## config.mk

```make
export PLATFORM = sky130hd
export DESIGN_NAME = sreg_guard
export DESIGN_NICKNAME = d
export VERILOG_FILES = /design/src/rtl/sreg_pkg.sv /design/src/rtl/sreg_level_decode.sv /design/src/rtl/sreg_arm_track.sv /design/src/rtl/sreg_gate.sv /design/src/rtl/sreg_guard.sv
export SDC_FILE = /design/constraint.sdc
export NUM_CORES = 1
export LEC_CHECK = 0
export BUFFER_PORTS_ARGS = -buffer_cell sky130_fd_sc_hd__buf_4
export CAP_MARGIN = 20
export CORE_MARGIN = 2
export CORE_UTILIZATION = 35
export DETAILED_ROUTE_END_ITERATION = 16
export HOLD_SLACK_MARGIN = 0.08
export MAX_ROUTING_LAYER = met4
export PLACE_DENSITY = 0.76
export SLEW_MARGIN = 20
export SYNTH_ARGS = -nofsm -noshare
export SYNTH_HDL_FRONTEND = slang
export SYNTH_SLANG_ARGS = --single-unit
```

## constraint.sdc

```tcl
create_clock -name clk_i -period 5 [get_ports clk_i]
set_input_delay 0 -clock clk_i [delete_from_list [all_inputs] [get_ports clk_i]]
set_output_delay 0 -clock clk_i [all_outputs]
set_load 0.02 [all_outputs]
```

## src/rtl/sreg_pkg.sv

```systemverilog
package sreg_pkg;
  localparam logic [7:0] OP_SR_WRITE   = 8'h01;
  localparam logic [7:0] OP_PROG_BYTE  = 8'h02;
  localparam logic [7:0] OP_WR_DIS     = 8'h04;
  localparam logic [7:0] OP_WR_EN      = 8'h06;
  localparam logic [7:0] OP_ERASE_4K   = 8'h20;
  localparam logic [7:0] OP_SR_ARM     = 8'h50;
  localparam logic [7:0] OP_ERASE_ALLA = 8'h60;
  localparam logic [7:0] OP_PROG_SEQ   = 8'hAD;
  localparam logic [7:0] OP_ERASE_ALLB = 8'hC7;
  localparam logic [7:0] OP_ERASE_64K  = 8'hD8;

  localparam int unsigned LVL_W = 3;

  typedef struct packed {
    logic             lock;
    logic [LVL_W-1:0] level;
  } prot_t;

  localparam prot_t PROT_RESET = '{lock: 1'b0, level: '1};
endpackage

```

## src/rtl/sreg_level_decode.sv

```systemverilog
module sreg_level_decode #(
  parameter int unsigned ADDR_W = 19
) (
  input  logic [2:0]        level_i,
  input  logic [ADDR_W-1:0] addr_i,
  output logic              hit_o
);
  localparam int unsigned MSB = ADDR_W - 1;

  // Levels 1..3 cover the top 1/8, 1/4, 1/2; bit 2 covers everything.
  always_comb begin
    unique case (level_i[1:0])
      2'b01:   hit_o = &addr_i[MSB -: 3];
      2'b10:   hit_o = &addr_i[MSB -: 2];
      2'b11:   hit_o = addr_i[MSB];
      default: hit_o = 1'b0;
    endcase
    if (level_i[2]) hit_o = 1'b1;
  end
endmodule

```

## src/rtl/sreg_arm_track.sv

```systemverilog
module sreg_arm_track
  import sreg_pkg::*;
(
  input  logic       clk_i,
  input  logic       rst_ni,
  input  logic       cmd_done_i,
  input  logic [7:0] opcode_i,
  output logic       armed_o
);
  always_ff @(posedge clk_i or negedge rst_ni) begin
    if (!rst_ni)         armed_o <= 1'b0;
    else if (cmd_done_i) armed_o <= (opcode_i == OP_WR_EN) || (opcode_i == OP_SR_ARM);
  end
endmodule

```

## src/rtl/sreg_gate.sv

```systemverilog
module sreg_gate
  import sreg_pkg::*;
(
  input  logic [7:0] opcode_i,
  input  prot_t      prot_i,
  input  logic       wel_i,
  input  logic       busy_i,
  input  logic       wp_i,
  input  logic       armed_i,
  input  logic       hit_i,
  output logic       addr_wr_o,
  output logic       chip_wr_o,
  output logic       array_allow_o,
  output logic       sr_allow_o
);
  always_comb begin
    addr_wr_o = (opcode_i == OP_PROG_BYTE) || (opcode_i == OP_PROG_SEQ) ||
                (opcode_i == OP_ERASE_4K)  || (opcode_i == OP_ERASE_64K);
    chip_wr_o = (opcode_i == OP_ERASE_ALLA) || (opcode_i == OP_ERASE_ALLB);
    array_allow_o = wel_i && !busy_i &&
                    ((addr_wr_o && !hit_i) || (chip_wr_o && (prot_i.level == '0)));
    sr_allow_o = (opcode_i == OP_SR_WRITE) && armed_i && (wp_i || !prot_i.lock);
  end
endmodule

```

## src/rtl/sreg_guard.sv

```systemverilog
module sreg_guard
  import sreg_pkg::*;
#(
  parameter int unsigned ADDR_W = 19
) (
  input  logic              clk_i,
  input  logic              rst_ni,
  input  logic              cmd_done_i,
  input  logic [7:0]        opcode_i,
  input  logic [7:0]        wr_data_i,
  input  logic [ADDR_W-1:0] addr_i,
  input  logic              wp_i,
  input  logic              busy_i,
  input  logic              aai_i,
  input  logic              aai_top_i,
  output logic [7:0]        status_o,
  output logic              wel_o,
  output logic              array_allow_o,
  output logic              sr_allow_o
);
  prot_t prot_q;
  logic  wel_q, armed, hit, addr_wr, chip_wr;
  logic  sr_exec, array_done, wel_clr, wel_set;

  sreg_level_decode #(.ADDR_W(ADDR_W)) u_dec (
    .level_i(prot_q.level), .addr_i(addr_i), .hit_o(hit)
  );

  sreg_arm_track u_arm (
    .clk_i(clk_i), .rst_ni(rst_ni), .cmd_done_i(cmd_done_i),
    .opcode_i(opcode_i), .armed_o(armed)
  );

  sreg_gate u_gate (
    .opcode_i(opcode_i), .prot_i(prot_q), .wel_i(wel_q), .busy_i(busy_i),
    .wp_i(wp_i), .armed_i(armed), .hit_i(hit), .addr_wr_o(addr_wr),
    .chip_wr_o(chip_wr), .array_allow_o(array_allow_o), .sr_allow_o(sr_allow_o)
  );

  assign sr_exec    = cmd_done_i && sr_allow_o;
  // Sequential program keeps the latch; its end comes via aai_top_i or 04h.
  assign array_done = cmd_done_i && array_allow_o && (opcode_i != OP_PROG_SEQ);
  assign wel_clr    = aai_top_i || sr_exec || array_done ||
                      (cmd_done_i && (opcode_i == OP_WR_DIS));
  assign wel_set    = cmd_done_i && (opcode_i == OP_WR_EN);

  always_ff @(posedge clk_i or negedge rst_ni) begin
    if (!rst_ni) begin
      prot_q <= PROT_RESET;
    end else if (sr_exec) begin
      prot_q.level <= wr_data_i[4:2];
      prot_q.lock  <= wr_data_i[7];
    end
  end

  always_ff @(posedge clk_i or negedge rst_ni) begin
    if (!rst_ni)      wel_q <= 1'b0;
    else if (wel_clr) wel_q <= 1'b0;
    else if (wel_set) wel_q <= 1'b1;
  end

  assign wel_o    = wel_q;
  assign status_o = {prot_q.lock, aai_i, 1'b0, prot_q.level, wel_q, busy_i};

  p_wel_set_r6: assert property (@(posedge clk_i) disable iff (!rst_ni)
    cmd_done_i && (opcode_i == OP_WR_EN) && !aai_top_i |=> wel_o);
  p_wel_clr_r6: assert property (@(posedge clk_i) disable iff (!rst_ni)
    cmd_done_i && (opcode_i == OP_WR_DIS) |=> !wel_o);
  p_lock_hold_r4: assert property (@(posedge clk_i) disable iff (!rst_ni)
    cmd_done_i && !wp_i && status_o[7] |=> $stable(status_o[7:2]));
  p_unarmed_r5: assert property (@(posedge clk_i) disable iff (!rst_ni)
    cmd_done_i && (opcode_i == OP_SR_WRITE) && !armed |=> $stable(status_o[7:2]));
  p_chip_r7: assert property (@(posedge clk_i) disable iff (!rst_ni)
    array_allow_o && chip_wr |-> (status_o[4:2] == 3'b000));
  p_busy_deny_r8: assert property (@(posedge clk_i) disable iff (!rst_ni)
    busy_i |-> !array_allow_o);
  p_prot_deny_r8: assert property (@(posedge clk_i) disable iff (!rst_ni)
    addr_wr && hit |-> !array_allow_o);
endmodule

```

Yosys cells after proc, flatten, opt, wreduce, memory -nomap -nowiden

Index checks and enable logic that the tools add are counted.

Register bits: 6
Bits of input ports: 42
Output and inout port bits: 11

Equal/unequal tests: 14
Multiplexer cells: 4
Reduce and logical (&&, ||, !) cells: 28

Operators with widths:

| operator                                      | number |
|---|---|
| == test 8 bit, second input constant          | 3 |
| == test 8 x 3 -> 1 bit, second input constant | 2 |
| == test 8 x 7 -> 1 bit, second input constant | 2 |
| logical AND 1 bit                             | 11 |
| logical OR 1 bit                              | 10 |
| == test 8 x 1 -> 1 bit, second input constant | 1 |
| == test 8 x 2 -> 1 bit, second input constant | 1 |
| == test 8 x 6 -> 1 bit, second input constant | 1 |
| != test 8 bit, second input constant          | 1 |
| == test 2 bit, second input constant          | 2 |
| zero test 1 bit                               | 3 |
| zero test 3 bit                               | 1 |
| 2-to-1 mux 1 bit                              | 3 |
| case mux 1 bit (3 select lines)               | 1 |
| AND reduction 3 bit                           | 1 |
| == test 2 x 1 -> 1 bit, second input constant | 1 |
| AND reduction 2 bit                           | 1 |
| nonzero test 2 bit                            | 1 |

Depth between registers and ports, before layout

Depth in word-level cells: 12
Depth in mapped cells: 5

Modules after synthesis

From an unflattened synthesis, not the netlist that was laid out.

Cell total of the unflattened synthesis: 61
Area total of the unflattened synthesis: 573.0 µm²

By module, submodules not included:

| module            | instances | cells each | area an instance (µm²) | sequential area each (µm²) |
|---|---|---|---|---|
| sreg_guard        | 1         | 26         | 302.8                  | 128.9 |
| sreg_gate         | 1         | 25         | 163.9                  | 0.0 |
| sreg_arm_track    | 1         | 7          | 78.8                   | 25.0 |
| sreg_level_decode | 1         | 3          | 27.5                   | 0.0 |

Worst setup path before layout

Ideal clock, no wire load.

Path type: register to register
Start: reg u_arm.armed_o
End: reg prot_q (netlist bit status_o[7])
Library setup time: 125 ps
Arrival time: 1553 ps
Slack: 3322 ps
Stages on the path, launching flop included: 6
Buffers on the path: 1
Period minus slack after synthesis: 1678 ps
Cells stage by stage: dfrtp_1 -> nor4bb_1 -> o21ai_2 -> or4_4 -> buf_6 -> mux2_4

Word-level cells in the longest chain between the ends: 3

RTL lines:

| what                            | RTL line             | text |
|---|---|---|
| start, declared                 | sreg_arm_track.sv:8  | `output logic armed_o` |
| start signal, assigned          | sreg_arm_track.sv:12 | `else if (cmd_done_i) armed_o <= (opcode_i == OP_WR_EN) \|\| (opcode_i == OP_SR_ARM);` |
| logical AND 1 bit (2 in series) | sreg_gate.sv:22      | `sr_allow_o = (opcode_i == OP_SR_WRITE) && armed_i && (wp_i \|\| !prot_i.lock);` |
| logical AND 1 bit               | sreg_guard.sv:40     | `assign sr_exec = cmd_done_i && sr_allow_o;` |
| end, declared                   | sreg_guard.sv:21     | `prot_t prot_q;` |

Every way passes these cells.
A chain may end at the register's enable or synchronous reset.

Final worst setup path

Ends and elaborated chain as after synthesis.

==> flow_summary.toml <==
[outcome]
status = "complete, no violations"

[synth]
synth_xor_xnor_area_share = 0
synth_fa_ha_area_frac = 0
synthCells = 61
synth-simple-area-share = 0.351
synth_top_family_by_area = "simple AND/OR/NAND/NOR gates"
synth_mux_area_frac = 0.107
synth_compound_area_frac = 0.156
synth.distinct_cells = 35
yosysWarnings = 0
synth_area_um2 = 563
syn_avg_cell_area_um2 = 9.23
synth_seq_cells = 6
synth-seq-area-share = 0.273
synth.net_count = 103

[route]
dr_wl_met3_um = 112
ant_nets = 0
dr_wl_met2_um = 788
wire_per_inst_um = 13.4
firstDrtPassIters = 4
wl_um = 1500
drt-met1-wl_um = 600
top_layer = "met3"
drc = 0
vias = 621
first_iter_violations = 12
via_per_inst = 5.54

[final_layout]
layout_commonest_cell = "buf_4"
fillers = 138
nets = 139
antennaDiodeCount = 0
multi_input_area_um2 = 349
seq_area_um2 = 154
area_delta_synth_final_pct = 53.1
layout_common_cells = "buf_4, dlygate4sd3_1, inv_1, mux2_4"
drive_gt1_frac = 0.479

[clock_network]
cts_tree = "yes"
post_cts_buffers = 0
cts_max_level = 1
cts_buffer_depth = 2
clk_pin_slew_ns = 0.05
cts-buffers-inserted = 3
clockRootBuffer = "clkbuf_4"
clk_latency_ns = 0.25
clock_sinks = 6

[die]
die_h_um = 44.1
io_pins = 53
coreArea_um2 = 1510
die_x_um = 44.1
dieArea_um2 = 1950
initial_core_util = 0.374
rows = 14

[grt]
grt_pass1_vias = 575
globalRouteTotalUtil = 0.173
grt_pass1_wl_um = 2420
grt_remaining_overflow = 0
antenna_found_initial = 0
grt_max_degree = 12

[critical_path]
r2r_setup_slack_ns = 3.28
cp.arrival_ns = 1.85
worst_r2r_endpoint = "status_o[7]"
crit_buf_inv = 0
crit_path_max_fanout = 4
crit_type = "reg -> reg"
crit_chain = "nor4bb_1 > o21ai_2 > or4_4 > mux2_4"
reg2reg_depth = 4
cp-end-kind = "register"
r2r_start = "u_arm.armed_o"
max_stage_delay_ns = 0.49
cp.required_ns = 5.13
start_kind = "register"
cpLargestDelayFamily = "simple AND/OR/NAND/NOR gates"
crit_path_top_delay_cell = "or4_4"

[timing]
timing.fmax_mhz = 582
slew_violations = 0
min_period_over_period = 0.344
setup_viol = 0
rsz0062_at_grt = "false"
fin_crit_ns = 1.72
tns_ns = 0
finalHoldViolations = 0
hold-worst-slack_ns = 0.0927
fin_worst_skew_ns = 0.0109

[pwr]
design_power_total_uw = 128
netSwitchingFraction = 0.245
pwr_density_cell_nw_per_um2 = 149
p_seq_frac = 0.381
pwr-share-comb = 0.246
ir_worst_vdd_uv = 177
power_leakage_uw = 0.000388
p_switching_uw = 31.4
power_frac_clock = 0.373
internal_power_uw = 97.0

[placed_design]
numPortBuffers = 29
globalplace.congestion = 0.804
dp_hpwl_um = 1060

[hold_path]
min_path_type = "in -> async"

[flow_run]
max-cap-violations = 0
## metal layers
metal / track usage / up-vias
li1: - / 305
met1: 0.214 / 292
met2: 0.285 / 24
met3: 0.0571 / 0
met4: 0.0182 / 0
met5: - / -
## worst max path at each step
stage / from / to / slack, ns / depth (start not counted)
6_report: u_arm.armed_o / status_o[7] / 3.28 / 4
5_1_grt: u_arm.armed_o / status_o[7] / 3.21 / 4
4_1_cts: u_arm.armed_o / status_o[7] / 3.29 / 4
3_5_place_dp: u_arm.armed_o / status_o[7] / 3.30 / 4
3_3_place_gp: u_arm.armed_o / status_o[7] / 3.30 / 4
2_1_floorplan: u_arm.armed_o / status_o[7] / 3.32 / 5
## final cells by class
| type | instances | share of cell area |
|---|---|---|
| clock buffers | 4 | 0.0305 |
| inverters | 4 | 0.0174 |
| multi-input cells | 45 | 0.405 |
| flip-flops and latches | 6 | 0.179 |
| well taps | 16 | 0.0232 |
| repair buffers | 37 | 0.345 |
## per-stage QoR
step	std cells	util	setup slack [ns]	instance area, µm²
2_1_floorplan	61	-	3.32	563
3_3_place_gp	100	0.502	3.30	756
3_5_place_dp	100	0.502	3.30	756
4_1_cts	112	0.572	3.29	862
5_1_grt	112	0.572	3.21	862
6_report	112	0.572	3.28	862
## cell usage after synthesis, drive strengths merged
master | instances | share of area
a211o | 1 | 0.016
a21o | 1 | 0.013
a311oi | 1 | 0.016
a31oi | 1 | 0.011
buf | 5 | 0.073
clkbuf | 1 | 0.0067
conb | 1 | 0.0067
dfrtp | 3 | 0.13
dfstp | 3 | 0.14
inv | 4 | 0.027
mux2 | 4 | 0.11
nand2 | 2 | 0.013
nand3 | 3 | 0.027
nand3b | 1 | 0.013
nand4 | 3 | 0.033
nor2 | 2 | 0.013
nor2b | 2 | 0.022
nor3 | 2 | 0.018
nor3b | 1 | 0.013
nor4 | 2 | 0.022
nor4bb | 2 | 0.036
o211ai | 1 | 0.013
o21a | 1 | 0.013
o21ai | 2 | 0.024
o221ai | 1 | 0.016
o31a | 1 | 0.018
o32ai | 1 | 0.016
or2 | 1 | 0.011
or3 | 1 | 0.013
or4 | 5 | 0.080
or4b | 2 | 0.036
## registers in the layout, indices dropped and copies added, names as in the netlist
signal         flops
status_o           4
u_arm.armed_o      1
wel_o              1
## kinds of logic after synthesis
| family | after synthesis |
|---|---|
| simple gates | 29 |
| mux | 4 |
| buf+inv | 10 |
| flops | 6 |
| other cells | 1 |
| compound gates | 11 |
## repair_timing
action	4_1_cts	5_1_grt
resized for setup	0	0
hold endpoints to repair	13	0
hold buffers	8	0
## power groups by stage
| stage | Clock (µW) | Combinational (µW) | Sequential, µW |
|---|---|---|---|
| final | 47.9 | 31.6 | 49.0 |
| after global placement | 0 | 25.0 | 49.7 |
| after floorplan | 0 | 9.69 | 49.7 |
| after detailed placement | 0 | 25.7 | 49.7 |
| after global routing | 53.3 | 34.7 | 49.0 |
| after CTS | 48.7 | 31.3 | 49.0 |
Note: power is estimated with default switching activity, not from simulation.
